==> src/rtl/trig_router_pkg.sv <==
package trig_router_pkg;

  typedef enum logic [2:0] {
    BK_IDLE  = 3'd0,
    BK_GATED = 3'd1,
    BK_WAIT  = 3'd2,
    BK_CLEAR = 3'd3,
    BK_CONV  = 3'd4
  } bank_state_e;

endpackage

==> src/rtl/trig_bank_fsm.sv <==
module trig_bank_fsm
  import trig_router_pkg::*;
#(
  parameter int GATE_LEN = 4,
  parameter int TMO_W    = 12,
  parameter int CLR_W    = 12
) (
  input  logic             clk,
  input  logic             rst_n,
  input  logic             start,
  input  logic             decide,
  input  logic             pass,
  input  logic [TMO_W-1:0] tmo_cycles,
  input  logic [CLR_W-1:0] clr_cycles,
  input  logic             conv_done,
  output logic             gate,
  output logic             clear,
  output logic             conv,
  output logic             busy,
  output logic             leave,
  output logic             took_accept,
  output logic             took_clear
);

  localparam int TW = (TMO_W > CLR_W) ? TMO_W : CLR_W;
  localparam int XW = TW + 1;

  bank_state_e st_q, st_d;
  logic [TW-1:0] tmr_q, tmr_d;
  logic          tmr_en;
  logic [XW-1:0] tmr_inc, tmo_x, clr_x;
  logic          tmo_hit, clr_end, gate_end;

  assign tmr_inc  = XW'(tmr_q) + XW'(1);
  assign tmo_x    = XW'(tmo_cycles);
  assign clr_x    = XW'(clr_cycles);
  assign tmo_hit  = (tmr_inc >= tmo_x);
  assign clr_end  = (tmr_inc >= clr_x);
  assign gate_end = (tmr_q == TW'(GATE_LEN - 1));

  always_comb begin
    st_d        = st_q;
    tmr_d       = tmr_q;
    tmr_en      = 1'b0;
    leave       = 1'b0;
    took_accept = 1'b0;
    took_clear  = 1'b0;
    case (st_q)
      BK_IDLE: begin
        if (start) begin
          st_d   = BK_GATED;
          tmr_d  = '0;
          tmr_en = 1'b1;
        end
      end
      BK_GATED, BK_WAIT: begin
        if (decide) begin
          leave  = 1'b1;
          tmr_d  = '0;
          tmr_en = 1'b1;
          if (pass) begin
            st_d        = BK_CONV;
            took_accept = 1'b1;
          end else begin
            st_d       = BK_CLEAR;
            took_clear = 1'b1;
          end
        end else if (tmo_hit) begin
          leave      = 1'b1;
          st_d       = BK_CLEAR;
          took_clear = 1'b1;
          tmr_d      = '0;
          tmr_en     = 1'b1;
        end else begin
          tmr_d  = tmr_q + TW'(1);
          tmr_en = 1'b1;
          if ((st_q == BK_GATED) && gate_end) begin
            st_d = BK_WAIT;
          end
        end
      end
      BK_CLEAR: begin
        if (clr_end) begin
          st_d = BK_IDLE;
        end else begin
          tmr_d  = tmr_q + TW'(1);
          tmr_en = 1'b1;
        end
      end
      BK_CONV: begin
        if (conv_done) begin
          st_d = BK_IDLE;
        end
      end
      default: st_d = BK_IDLE;
    endcase
  end

  always_ff @(posedge clk or negedge rst_n) begin
    if (!rst_n) begin
      st_q  <= BK_IDLE;
      tmr_q <= '0;
    end else begin
      st_q <= st_d;
      if (tmr_en) begin
        tmr_q <= tmr_d;
      end
    end
  end

  assign gate  = (st_q == BK_GATED);
  assign clear = (st_q == BK_CLEAR);
  assign conv  = (st_q == BK_CONV);
  assign busy  = (st_q != BK_IDLE);

endmodule

==> src/rtl/trig_order_queue.sv <==
module trig_order_queue #(
  parameter int NB = 2,
  parameter int IW = 1
) (
  input  logic          clk,
  input  logic          rst_n,
  input  logic          push,
  input  logic [IW-1:0] push_id,
  input  logic          pop,
  output logic [IW-1:0] head_id,
  output logic          head_valid
);

  localparam int CW = $clog2(NB + 1);

  logic [IW-1:0] slot_q [NB];
  logic [IW-1:0] slot_d [NB];
  logic [CW-1:0] cnt_q, cnt_d;
  logic          q_en;

  assign q_en = push | pop;

  always_comb begin
    for (int k = 0; k < NB; k++) begin
      slot_d[k] = slot_q[k];
    end
    cnt_d = cnt_q;
    if (pop && (cnt_q != '0)) begin
      for (int k = 0; k < NB - 1; k++) begin
        slot_d[k] = slot_q[k+1];
      end
      cnt_d = cnt_q - CW'(1);
    end
    if (push && (cnt_d < CW'(NB))) begin
      for (int k = 0; k < NB; k++) begin
        if (cnt_d == CW'(k)) begin
          slot_d[k] = push_id;
        end
      end
      cnt_d = cnt_d + CW'(1);
    end
  end

  always_ff @(posedge clk or negedge rst_n) begin
    if (!rst_n) begin
      cnt_q <= '0;
      for (int k = 0; k < NB; k++) begin
        slot_q[k] <= '0;
      end
    end else if (q_en) begin
      cnt_q <= cnt_d;
      for (int k = 0; k < NB; k++) begin
        slot_q[k] <= slot_d[k];
      end
    end
  end

  assign head_id    = slot_q[0];
  assign head_valid = (cnt_q != '0);

endmodule

==> src/rtl/trig_steer.sv <==
module trig_steer #(
  parameter int NB = 2,
  parameter int IW = 1
) (
  input  logic [NB-1:0] idle,
  output logic [NB-1:0] grant,
  output logic [IW-1:0] grant_id,
  output logic          any_idle
);

  always_comb begin
    grant    = '0;
    grant_id = '0;
    any_idle = 1'b0;
    for (int k = 0; k < NB; k++) begin
      if (idle[k] && !any_idle) begin
        grant[k] = 1'b1;
        grant_id = IW'(k);
        any_idle = 1'b1;
      end
    end
  end

endmodule

==> src/rtl/trig_tally.sv <==
module trig_tally #(
  parameter int NCNT  = 3,
  parameter int CNT_W = 16
) (
  input  logic             clk,
  input  logic             rst_n,
  input  logic [NCNT-1:0]  inc,
  output logic [CNT_W-1:0] count [NCNT]
);

  for (genvar k = 0; k < NCNT; k++) begin : g_cnt
    logic [CNT_W-1:0] val_q;

    always_ff @(posedge clk or negedge rst_n) begin
      if (!rst_n) begin
        val_q <= '0;
      end else if (inc[k]) begin
        val_q <= val_q + CNT_W'(1);
      end
    end

    assign count[k] = val_q;
  end

endmodule

==> src/rtl/pingpong_trig_router.sv <==
module pingpong_trig_router
  import trig_router_pkg::*;
#(
  parameter int NB       = 2,
  parameter int GATE_LEN = 4,
  parameter int TMO_W    = 12,
  parameter int CLR_W    = 12,
  parameter int CNT_W    = 16
) (
  input  logic             clk,
  input  logic             rst_n,
  input  logic             l1_accept,
  input  logic             l2_valid,
  input  logic             l2_pass,
  input  logic [TMO_W-1:0] l2_tmo_cycles,
  input  logic [CLR_W-1:0] clr_cycles,
  input  logic [NB-1:0]    conv_done,
  output logic [NB-1:0]    bank_gate,
  output logic [NB-1:0]    bank_clear,
  output logic [NB-1:0]    bank_conv,
  output logic [NB-1:0]    bank_busy,
  output logic             fe_busy,
  output logic [CNT_W-1:0] cnt_accept,
  output logic [CNT_W-1:0] cnt_clear,
  output logic [CNT_W-1:0] cnt_drop
);

  localparam int IW   = (NB > 1) ? $clog2(NB) : 1;
  localparam int NCNT = 3;

  logic [NB-1:0]    grant, start, decide, leave, took_acc, took_clr;
  logic [IW-1:0]    grant_id, head_id;
  logic             any_idle, head_valid, drop;
  logic [NCNT-1:0]  tally_inc;
  logic [CNT_W-1:0] tally_cnt [NCNT];

  trig_steer #(.NB(NB), .IW(IW)) i_steer (
    .idle     (~bank_busy),
    .grant    (grant),
    .grant_id (grant_id),
    .any_idle (any_idle)
  );

  assign drop = l1_accept & ~any_idle;

  trig_order_queue #(.NB(NB), .IW(IW)) i_order (
    .clk        (clk),
    .rst_n      (rst_n),
    .push       (l1_accept & any_idle),
    .push_id    (grant_id),
    .pop        (|leave),
    .head_id    (head_id),
    .head_valid (head_valid)
  );

  for (genvar i = 0; i < NB; i++) begin : g_bank
    assign start[i]  = l1_accept & grant[i];
    assign decide[i] = l2_valid & head_valid & (head_id == IW'(i));

    trig_bank_fsm #(
      .GATE_LEN (GATE_LEN),
      .TMO_W    (TMO_W),
      .CLR_W    (CLR_W)
    ) i_fsm (
      .clk         (clk),
      .rst_n       (rst_n),
      .start       (start[i]),
      .decide      (decide[i]),
      .pass        (l2_pass),
      .tmo_cycles  (l2_tmo_cycles),
      .clr_cycles  (clr_cycles),
      .conv_done   (conv_done[i]),
      .gate        (bank_gate[i]),
      .clear       (bank_clear[i]),
      .conv        (bank_conv[i]),
      .busy        (bank_busy[i]),
      .leave       (leave[i]),
      .took_accept (took_acc[i]),
      .took_clear  (took_clr[i])
    );
  end

  assign tally_inc = {drop, |took_clr, |took_acc};

  trig_tally #(.NCNT(NCNT), .CNT_W(CNT_W)) i_tally (
    .clk   (clk),
    .rst_n (rst_n),
    .inc   (tally_inc),
    .count (tally_cnt)
  );

  assign cnt_accept = tally_cnt[0];
  assign cnt_clear  = tally_cnt[1];
  assign cnt_drop   = tally_cnt[2];
  assign fe_busy    = &bank_busy;

endmodule

==> config.mk <==
export PLATFORM = sky130hd
export DESIGN_NAME = pingpong_trig_router
export DESIGN_NICKNAME = d
export VERILOG_FILES = /design/src/rtl/trig_router_pkg.sv /design/src/rtl/trig_bank_fsm.sv /design/src/rtl/trig_order_queue.sv /design/src/rtl/trig_steer.sv /design/src/rtl/trig_tally.sv /design/src/rtl/pingpong_trig_router.sv
export SDC_FILE = /design/constraint.sdc
export NUM_CORES = 1
export LEC_CHECK = 0
export BUFFER_PORTS_ARGS = -buffer_cell sky130_fd_sc_hd__buf_2
export CAP_MARGIN = 5
export CORE_MARGIN = 2
export CORE_UTILIZATION = 50
export CTS_CLUSTER_DIAMETER = 120
export DETAILED_ROUTE_END_ITERATION = 10
export PLACE_DENSITY_LB_ADDON = 0.12
export SYNTH_ARGS = -nofsm -noshare
export SYNTH_HDL_FRONTEND = slang
export SYNTH_SLANG_ARGS = --single-unit
==> constraint.sdc <==
create_clock -name clk -period 3.39 [get_ports clk]
set_input_delay 0 -clock clk [delete_from_list [all_inputs] [get_ports clk]]
set_output_delay 0 -clock clk [all_outputs]
set_load 0.03 [all_outputs]
### Word-level counts from Yosys, hierarchy flattened

Index checks and enable logic that the tools add are counted.
W data, S select, Z words.

* flip-flop bits (word level): 82
* logic and storage cells: 137

* reduce and logical (&&, ||, !) cells: 25
* $add $sub $neg: 9
* bitwise logic cells: 11
* magnitude comparators: 5
* multiplexer cells: 56
* equality and inequality tests: 21

Operators with widths (number)
* $mux W12: 8
* $pmux W12 S3: 2
* $ge A13 B12 Y1: 4
* $add A16 B1 Y16 const B: 3
* $mux W3: 13
* $add A12 B1 Y13 const B: 2
* $mux W1: 26
* $add A12 B1 Y12 const B: 2
* $eq A12 B2 Y1 const B: 2
* $pmux W3 S4: 2
* $reduce_and A4 Y1: 4
* $eq A3 B2 Y1 const B: 4
* $ne A2 B2 Y1 const B: 6
* $reduce_bool A3 Y1: 4
* $reduce_or A2 Y1: 5
* $ne A4 B1 Y1 const B: 2
* $and A1 B1 Y1: 7
* $eq A3 B1 Y1 const B: 2
* $eq A3 B3 Y1 const B: 2
* $logic_not A3 Y1: 2
* $mux W2: 3
* $pmux W1 S3: 2
* $logic_and A1 B1 Y1: 5
* $ne A2 B1 Y1 const B: 2
* 12 further kinds: 13

### Logic depth before layout (Yosys ltp)

Gate-level depths: netlist of run 1.

* depth after elaboration: 11
* depth in mapped cells: 18
* depth with buffers taken out: 17

### Hierarchy

A second synthesis of run 1 with hierarchy kept.

* cells, all modules: 580
* area total of the unflattened synthesis: 5695.5 um^2

Modules (own cells, without submodules)
* trig_bank_fsm: cells each 186, instances 2, area an instance 1640.3 um^2
* trig_tally: cells each 167, instances 1, area an instance 2050.7 um^2
* trig_order_queue: cells each 25, instances 1, area an instance 264.0 um^2
* pingpong_trig_router: cells each 12, instances 1, area an instance 72.6 um^2
* trig_steer: cells each 4, instances 1, area an instance 27.5 um^2

### Least setup slack after synthesis of run 1

No wires, ideal clock.

* path kind: register to register
* start: register g_bank[0].i_fsm.tmr_q[2]
* end: register i_order.slot_q[0] (netlist name)
* cell stages (with the launch flop): 16
* period minus slack after synthesis: 3748 ps
* library setup time: 128 ps
* arrival: 3621 ps
* slack: -358 ps
* path buffers: 1
* cells stage by stage: dfrtp_1 > clkbuf_1 > nand3_1 > nor3_1 > xor2_1 > ha_1 > a221o_1 > a41oi_1 > a211oi_1 > a21oi_2 > mux2i_1 > ha_1 > nand2_1 > nor2_1 > mux2i_1 > mux2_1

* longest elaborated chain between the ends: 11

RTL lines
* start: declaration: line trig_bank_fsm.sv:29 `logic [TW-1:0] tmr_q, tmr_d;`
* start signal: assignment: line trig_bank_fsm.sv:106 `tmr_q <= tmr_d;`
* $add A12 B1 Y13 *: line trig_bank_fsm.sv:34 `assign tmr_inc = XW'(tmr_q) + XW'(1);`
* $ge A13 B12 Y1 *: line trig_bank_fsm.sv:37 `assign tmo_hit = (tmr_inc >= tmo_x);`
* $mux W1 *: line trig_bank_fsm.sv:68 `end else if (tmo_hit) begin`
* $mux W1 *: line trig_bank_fsm.sv:57 `if (decide) begin`
* $mux W1 *: line trig_bank_fsm.sv:48 `case (st_q)`
* $reduce_or A2 Y1 *: line pingpong_trig_router.sv:51 `.pop (|leave),`
* $logic_and A1 B1 Y1: line trig_order_queue.sv:28 `if (pop && (cnt_q != '0)) begin`
* $mux W2: line trig_order_queue.sv:28
* $lt A2 B2 Y1: line trig_order_queue.sv:34 `if (push && (cnt_d < CW'(NB))) begin`
* $logic_and A1 B1 Y1: line trig_order_queue.sv:34
* $reduce_and A3 Y1 (no line) *
* end signal: indexed assignment: line trig_order_queue.sv:53 `slot_q[k] <= slot_d[k];`
* end: declaration: line trig_order_queue.sv:16 `logic [IW-1:0] slot_q [NB];`

Mark *: on every way between the ends. The rest lies on a longest branch, timed or not.
A chain may end at the register's enable or synchronous reset.

### Final worst setup path of run 1

* start: register g_bank[0].i_fsm.tmr_q[0]
* end: register i_order.slot_q[0] (netlist name)

Same word-level chain as after synthesis.

==> flow_summary.toml, run 1 <==
[global_route]
grt_max_degree = 61
grt_pass1_vias = 5061
track_usage = 0.243
grt_pass1_wl_mm = 24.7
gr-total-overflow = 0
antenna_found_initial = 0

[power]
leakagePower_uw = 0.00406
power_uw = 5100
swShare = 0.447
switchingPower_uw = 2280
power_frac_seq = 0.270
clkPwrFrac = 0.180
internal_power_uw = 2820
combPwrFrac = 0.550
pwr_density_cell_mw_per_mm2 = 662
vdd_drop_max_v = 0.000793

[timing]
drv_slew = 0
setup_tns_ns = -3.46
worst_slew_pin_slew_ns = 0.791
rsz0062_at_grt = "yes"
hold_viol_final = 0
post-route-min-period_ns = 3.75
skew_ns = 0.00613
relSlewSlack = 0.473
min_period_over_period = 1.10
fmax_mhz = 267
setup_viol_count_final = 17
layout_setup_ws_ns = -0.355

[detailed_routing]
routed-via-count = 5024
wire_per_inst_microns = 16.3
drt-total-wl_mm = 15.1
viasPerCell = 5.41
dr.pass1.iters = 4
drc = 0
drt_iter0_drc = 276
antenna_left = 0

[placed_design]
io_buffers = 87
placed_cells = 882
gp_congestion = 0.904
placed_area_sq_mm = 0.00685
hpwl_mm = 11.1
post-place-ws_ns = -0.262

[cts]
cts_made_buffers = 9
cts_root_buf = "clkbuf_16"
htree_levels = 3
clock_latency_ns = 0.35
clk_pin_slew_ns = 0.07
clock_path_buffers = 2
cts_tree = "built"
numClockSinks = 82

[final_layout]
final_cell_area_sq_mm = 0.00771
fillers = 908
drive_gt1_frac = 0.361
area_growth_pct = 32.1
multi_input_area_sq_mm = 0.00380
seq_area_sq_mm = 0.00205
fin_nets = 870
fin_cells = 929
diodes = 0

[synth]
synth_ff_type = "dfrtp_1"
netlist-cell-type-count = 67
synth_top_area_frac = 0.352
syn-instance-count = 611
yosys.area.top_type = "dfrtp_1"
ys_warn_count = 0
post_synth.cell_area_avg_sq_um = 9.55
synth_area_leaders = "dfrtp_1 (35%), ha_1 (12%), xor2_1 (5.7%), xnor2_1 (4.7%), nand2_1 (3.0%)"
postSynth.asyncResetShare = 1.00
synth_area_sq_mm = 0.00583
synth_seq_cells = 82
synth-seq-area-share = 0.352
syn_nets = 700
synth_edf_count = 0

[worst_hold_path]
min_path_type = "input pin to flop"

[worst_setup_path]
rrSetupSlack_ns = -0.36
arrival_ns = 3.97
cp-end-kind = "flop"
crit_type = "flop to flop"
cp.required_ns = 3.62
cp_max_fo = 3
start_kind = "flop"

[flow_run]
maxCapViolations = 0

[run_status]
status = "finished with violations"
violations = "setup timing"

[die]
dieArea_sq_mm = 0.0125
start_util = 0.511
die_w_microns = 112
core_sq_mm = 0.0114
io_pins = 88
rows = 39
dieHeight_microns = 112
[worst paths after layout]
kind | cells past startpoint | to | startpoint
worst min register to register | 1 | i_tally.g_cnt[1].val_q[15] | i_tally.g_cnt[1].val_q[15]
worst max-delay path | 17 | i_order.slot_q[0] | g_bank[0].i_fsm.tmr_q[0]
worst max register to register | 17 | i_order.slot_q[0] | g_bank[0].i_fsm.tmr_q[0]
max in group asynchronous | 3 | i_tally.g_cnt[0].val_q[9] | rst_n
min in group asynchronous | 2 | g_bank[1].i_fsm.tmr_q[5] | rst_n
worst min-delay path | 3 | g_bank[1].i_fsm.st_q[2] | l2_pass
[worst max-delay path, cell delays in order (launching register included)]
cell      delay, ns
dfrtp_1        0.39
ha_2           0.22
nand3_2        0.12
nor3_4         0.26
xor2_2         0.16
buf_4          0.15
ha_4           0.21
a21o_1         0.17
a221o_1        0.30
a41oi_2        0.21
a211oi_2       0.12
a21oi_4        0.19
mux2i_2        0.32
ha_2           0.23
nand2_2        0.07
nor2_2         0.11
mux2i_1        0.07
mux2_1         0.32
[kinds of logic (layout without fill, tap and decap cells)]
| logic type | after synthesis | after routing | share of synthesized area |
|---|---|---|---|
| simple gates | 210 | 210 | 0.197 |
| compound gates | 96 | 96 | 0.121 |
| flops | 82 | 82 | 0.352 |
| buf+inv | 74 | 249 | 0.0560 |
| xor+xnor | 69 | 69 | 0.104 |
| fa+ha+maj | 58 | 58 | 0.124 |
| mux | 22 | 22 | 0.0457 |
[power by group through the flow]
stage,Sequential (uW),Combinational [uW],Clock (uW)
2_1_floorplan,1480,1680,0
3_3_place_gp,1370,2480,0
3_5_place_dp,1390,2530,0
4_1_cts,1370,2640,939
5_1_grt,1410,3050,986
6_report,1380,2800,920
[stage by stage]
| stage | utilization | hold slack, ns |
|---|---|---|
| after floorplan | - | -0.296 |
| after global placement | 0.600 | 0.130 |
| after detailed placement | 0.600 | 0.138 |
| after CTS | 0.647 | 0.0518 |
| after global routing | 0.675 | 0.132 |
| final | 0.675 | 0.103 |
[area by class of cell]
cell class                      instances  area share
Inverter                               48      0.0234
Tap cell                              143      0.0232
Timing Repair Buffer                  185       0.158
Multi-Input combinational cell        455       0.493
Clock buffer                            9      0.0292
Sequential cell                        82       0.266
Clock inverter                          7     0.00698
[cell usage after synthesis (3+ instances only)]
master,instances
a22o_1,6
nor3_2,9
nor4b_2,3
nand2b_1,6
nand4_1,16
a21oi_1,19
mux2_2,5
and3_1,12
inv_1,46
o21ai_0,16
and2_1,3
nand3_1,34
nor3_1,14
nor4_1,8
mux2_4,7
o21a_1,4
a21boi_0,7
buf_2,6
nand3b_1,4
clkbuf_1,10
nor2_1,30
xor2_1,38
dfrtp_1,82
nor3b_1,4
mux2_1,4
nand2_1,47
mux2i_1,6
xnor2_1,31
a31oi_1,6
o2bb2ai_1,5
and4_1,3
ha_1,58
a21o_1,6
nor2b_1,9
buf_4,9
[sequential cells by signal, indices dropped and copies added, names as in the netlist]
| register | count |
|---|---|
| i_order.slot_q | 1 |
| g_bank.i_fsm.st_q | 6 |
| i_order.cnt_q | 2 |
| g_bank.i_fsm.tmr_q | 24 |
| i_tally.g_cnt.val_q | 48 |
| i_order.head_id | 1 |
[cell usage in the layout (no fill, tap or decap), drive strengths merged, types with 5 or more instances in the layout]
master | netlist | final
a21boi | 7 | 7
and2 | 5 | 5
a21oi | 21 | 21
nor4 | 8 | 8
nand3 | 35 | 35
mux2 | 16 | 16
a31oi | 6 | 6
ha | 58 | 58
nand4 | 16 | 16
o2bb2ai | 5 | 5
a22o | 6 | 6
and3 | 12 | 12
nor3 | 23 | 23
buf | 16 | 181
nand2 | 47 | 47
mux2i | 6 | 6
dfrtp | 82 | 82
clkbuf | 10 | 9
a21o | 6 | 6
xor2 | 38 | 38
o21ai | 19 | 19
inv | 48 | 49
nand2b | 6 | 6
nor3b | 5 | 5
nor2 | 31 | 31
nor2b | 9 | 9
xnor2 | 31 | 31
[per-layer routing]
layer,track usage,vias to the layer above,part of all wire
li1,-,2488,-
met4,0.0699,0,0.022
met1,0.336,2388,0.46
met3,0.0486,26,0.039
met5,0,-,0
met2,0.391,122,0.48
[timing repair]
action / CTS / global route
buffers inserted: 13 / 16
endpoints found under the hold margin: 62 / 0
pin swaps: 19 / 19
setup endpoints to repair: 14 / 36
cloned: 1 / 0
hold buffers: 4 / 0
resized for setup: 24 / 42
No activity file was read; power rests on OpenSTA's default activity.
==> run 2: changes to the inputs <==
- ABC_AREA: unset -> 1
==> run 2 against run 1 <==
  * The run now ends clean
  * Clock power up 3.9%
  * Wire length down 7.1%
  * Non-clock buffer count is 82 lower
  * Maximum frequency up 19%
  * First-iteration DRC count fell by 15%
  * Count of clock-buffer cells in the layout unchanged
  * Utilization shrank 7.6 points
  * Synthesized cell count increased by 24%
  * Critical path type unchanged
  * Critical endpoint unchanged
  * Largest power group unchanged
==> flow_summary.toml, run 2 <==
[run_status]
status = "complete, no violations"

[final_layout]
top_register = "i_tally.g_cnt.val_q"
fin_nets = 945
diodes = 0
largest_register_ffs = 48
area_growth_pct = 15.8
fin_util = 0.599
drive_gt1_frac = 0.203
final_cell_area_sq_mm = 0.00693
reg_top3 = "i_tally.g_cnt.val_q x48, g_bank.i_fsm.tmr_q x24, g_bank.i_fsm.st_q x6"
layout_common_cells = "nand2_1 (146), inv_1 (120), buf_2 (86)"
fillers = 1040
layout_commonest_cell = "nand2_1"

[cts]
clock_latency_ns = 0.34
cts_tree = "built"
clock_path_buffers = 2
cts_made_buffers = 9
htree_levels = 3
cts_root_buf = "clkbuf_16"
numClockSinks = 82
clk_pin_slew_ns = 0.06

[synth]
synth_edf_count = 0
synth_commonest_cells = "nand2_1 (146), inv_1 (120), dfrtp_1 (82)"
synth_top_area_frac = 0.343
synth_area_sq_mm = 0.00598
netlist-cell-type-count = 40
ys_warn_count = 0
synth_most_common_cell = "nand2_1"
postSynth.asyncResetShare = 1.00
synth-seq-area-share = 0.343
synth_ff_type = "dfrtp_1"
post_synth.cell_area_avg_sq_um = 7.90
syn-instance-count = 758
yosys.area.top_type = "dfrtp_1"
synth_area_leaders = "dfrtp_1 (34%), ha_1 (12%), nand2_1 (9.2%), inv_1 (7.5%), xor2_1 (6.3%)"
synth_seq_cells = 82
syn_nets = 847

[timing]
worst_slew_pin_slew_ns = 0.776
setup_viol_count_final = 0
min_period_over_period = 0.930
layout_setup_ws_ns = 0.238
hold_viol_final = 0
drv_slew = 0
fmax_mhz = 317
post-route-min-period_ns = 3.15
relSlewSlack = 0.483
skew_ns = 0.00648

[die]
die_w_microns = 113
dieHeight_microns = 113
rows = 39
core_sq_mm = 0.0116
start_util = 0.517
dieArea_sq_mm = 0.0129
io_pins = 88

[global_route]
grt_pass1_vias = 5091
track_usage = 0.226
grt_pass1_wl_mm = 23.6
grt_max_degree = 61
antenna_found_initial = 0
gr-total-overflow = 0

[worst_setup_path]
arrival_ns = 3.39
path_cells = "nand3_1 -> nor2_2 -> nand3_2 -> nor2_2 -> inv_1 -> nor3_1 -> xor2_1 -> ha_1 -> inv_1 -> o211ai_2 -> inv_2 -> nand2_2 -> nand2_2 -> nand2_2 -> nand2_2 -> xor2_1 -> ha_1 -> nand3_1 -> nand2_1 -> nand2_1"
crit_start = "g_bank[1].i_fsm.tmr_q[2]"
crit_type = "flop to flop"
cp.required_ns = 3.62
critical-path-top-delay-family = "simple AND/OR/NAND/NOR gates"
cp_max_fo = 5
slowest_stage = "dfrtp_1"
start_kind = "flop"
critPathMaxStageDelay_ns = 0.42
cp_common_cell = "nand2_2"
reg2reg_from = "g_bank[1].i_fsm.tmr_q[2]"
r2r_cells = 20
worst-path-stages = 20
cp-end-kind = "flop"
crit_buf_inv = 3

[power]
leakagePower_uw = 0.00379
vdd_drop_max_v = 0.000453
pwr_density_cell_mw_per_mm2 = 637

[detailed_routing]
drc = 0
drt-total-wl_mm = 14.1
viasPerCell = 5.18
wire_per_inst_microns = 14.0
dr.pass1.iters = 5
drt_iter0_drc = 235
antenna_left = 0
routed-via-count = 5187

[placed_design]
post-place-ws_ns = 0.0972
io_buffers = 87
hpwl_mm = 11.0
gp_congestion = 0.937
placed_area_sq_mm = 0.00654

[flow_run]
maxCapViolations = 0

[worst_hold_path]
hp-start = "l1_accept"
min_path_type = "input pin to flop"
hold_path_depth = 3
run 2: cell count changes after synthesis, sizes merged, moves of 9 or more:
| cell | change |
|---|---|
| inv | +78 |
| nand3 | +24 |
| nand2 | +119 |
| nor2 | +28 |
| mux2 | -13 |
| nor2b | -9 |
| xnor2 | -17 |
| and3 | -10 |
| o21ai | +23 |
run 2: cells by family after synthesis:
family          synth area share
compound gates            0.0680
xor+xnor                  0.0834
fa+ha+maj                  0.121
buf+inv                   0.0983
flops                      0.343
mux                      0.00564
simple gates               0.281
run 2: layout make-up:
| cell class | instances | area, sq um | area share |
|---|---|---|---|
| multi-input cells | 534 | 3370 | 0.487 |
| flip-flops and latches | 82 | 2060 | 0.297 |
| clock buffers | 9 | 225 | 0.0325 |
| clock inverters | 5 | 56.3 | 0.00813 |
| well taps | 143 | 179 | 0.0258 |
| repair buffers | 103 | 566 | 0.0816 |
| inverters | 126 | 473 | 0.0683 |
run 2: worst min-delay path, delay by kind of cell:
family	cells	cell delay [ns]
simple gates	1	0.15
buf+inv	1	0.14
xor+xnor	1	0.07
run 2: per-layer routing:
layer / vias up / share of wire / GRT usage
li1: 2639 / - / -
met1: 2434 / 0.47 / 0.301
met2: 94 / 0.48 / 0.374
met3: 20 / 0.034 / 0.0377
met4: 0 / 0.019 / 0.0829
met5: - / 0 / 0
run 2: worst paths after layout:
path                       slack, ns                          to
max                             0.24           i_order.slot_q[0]
min                             0.06   i_tally.g_cnt[2].val_q[0]
max reg2reg                     0.24           i_order.slot_q[0]
min reg2reg                     0.48  i_tally.g_cnt[0].val_q[15]
max in group asynchronous       2.29    g_bank[1].i_fsm.tmr_q[7]
min in group asynchronous       0.28    g_bank[0].i_fsm.tmr_q[6]
run 2: power by group:
part           leakage [uW]  switching [uW]  internal [uW]  total [uW]
sequential          0.00108             209           1170        1380
combinational       0.00257            1430            649        2080
clock              0.000138             393            562         956
run 2: timing repair:
item	in CTS	in global routing
buffers inserted	0	6
setup endpoints to repair	0	5
hold buffers	3	0
gates resized for setup	0	10
endpoints found under the hold margin	61	0
run 2: metrics by stage:
step | power, uW | setup TNS, ns | instances | hold slack (ns)
after CTS | 4430 | 0 | 996 | 0.0431
after global routing | 4740 | -0.0200 | 1002 | 0.0782
final | 4410 | 0 | 1002 | 0.0587
after global placement | 3380 | 0 | 979 | 0.136
after floorplan | 2980 | 0 | 758 | -0.296
after detailed placement | 3440 | 0 | 979 | 0.143
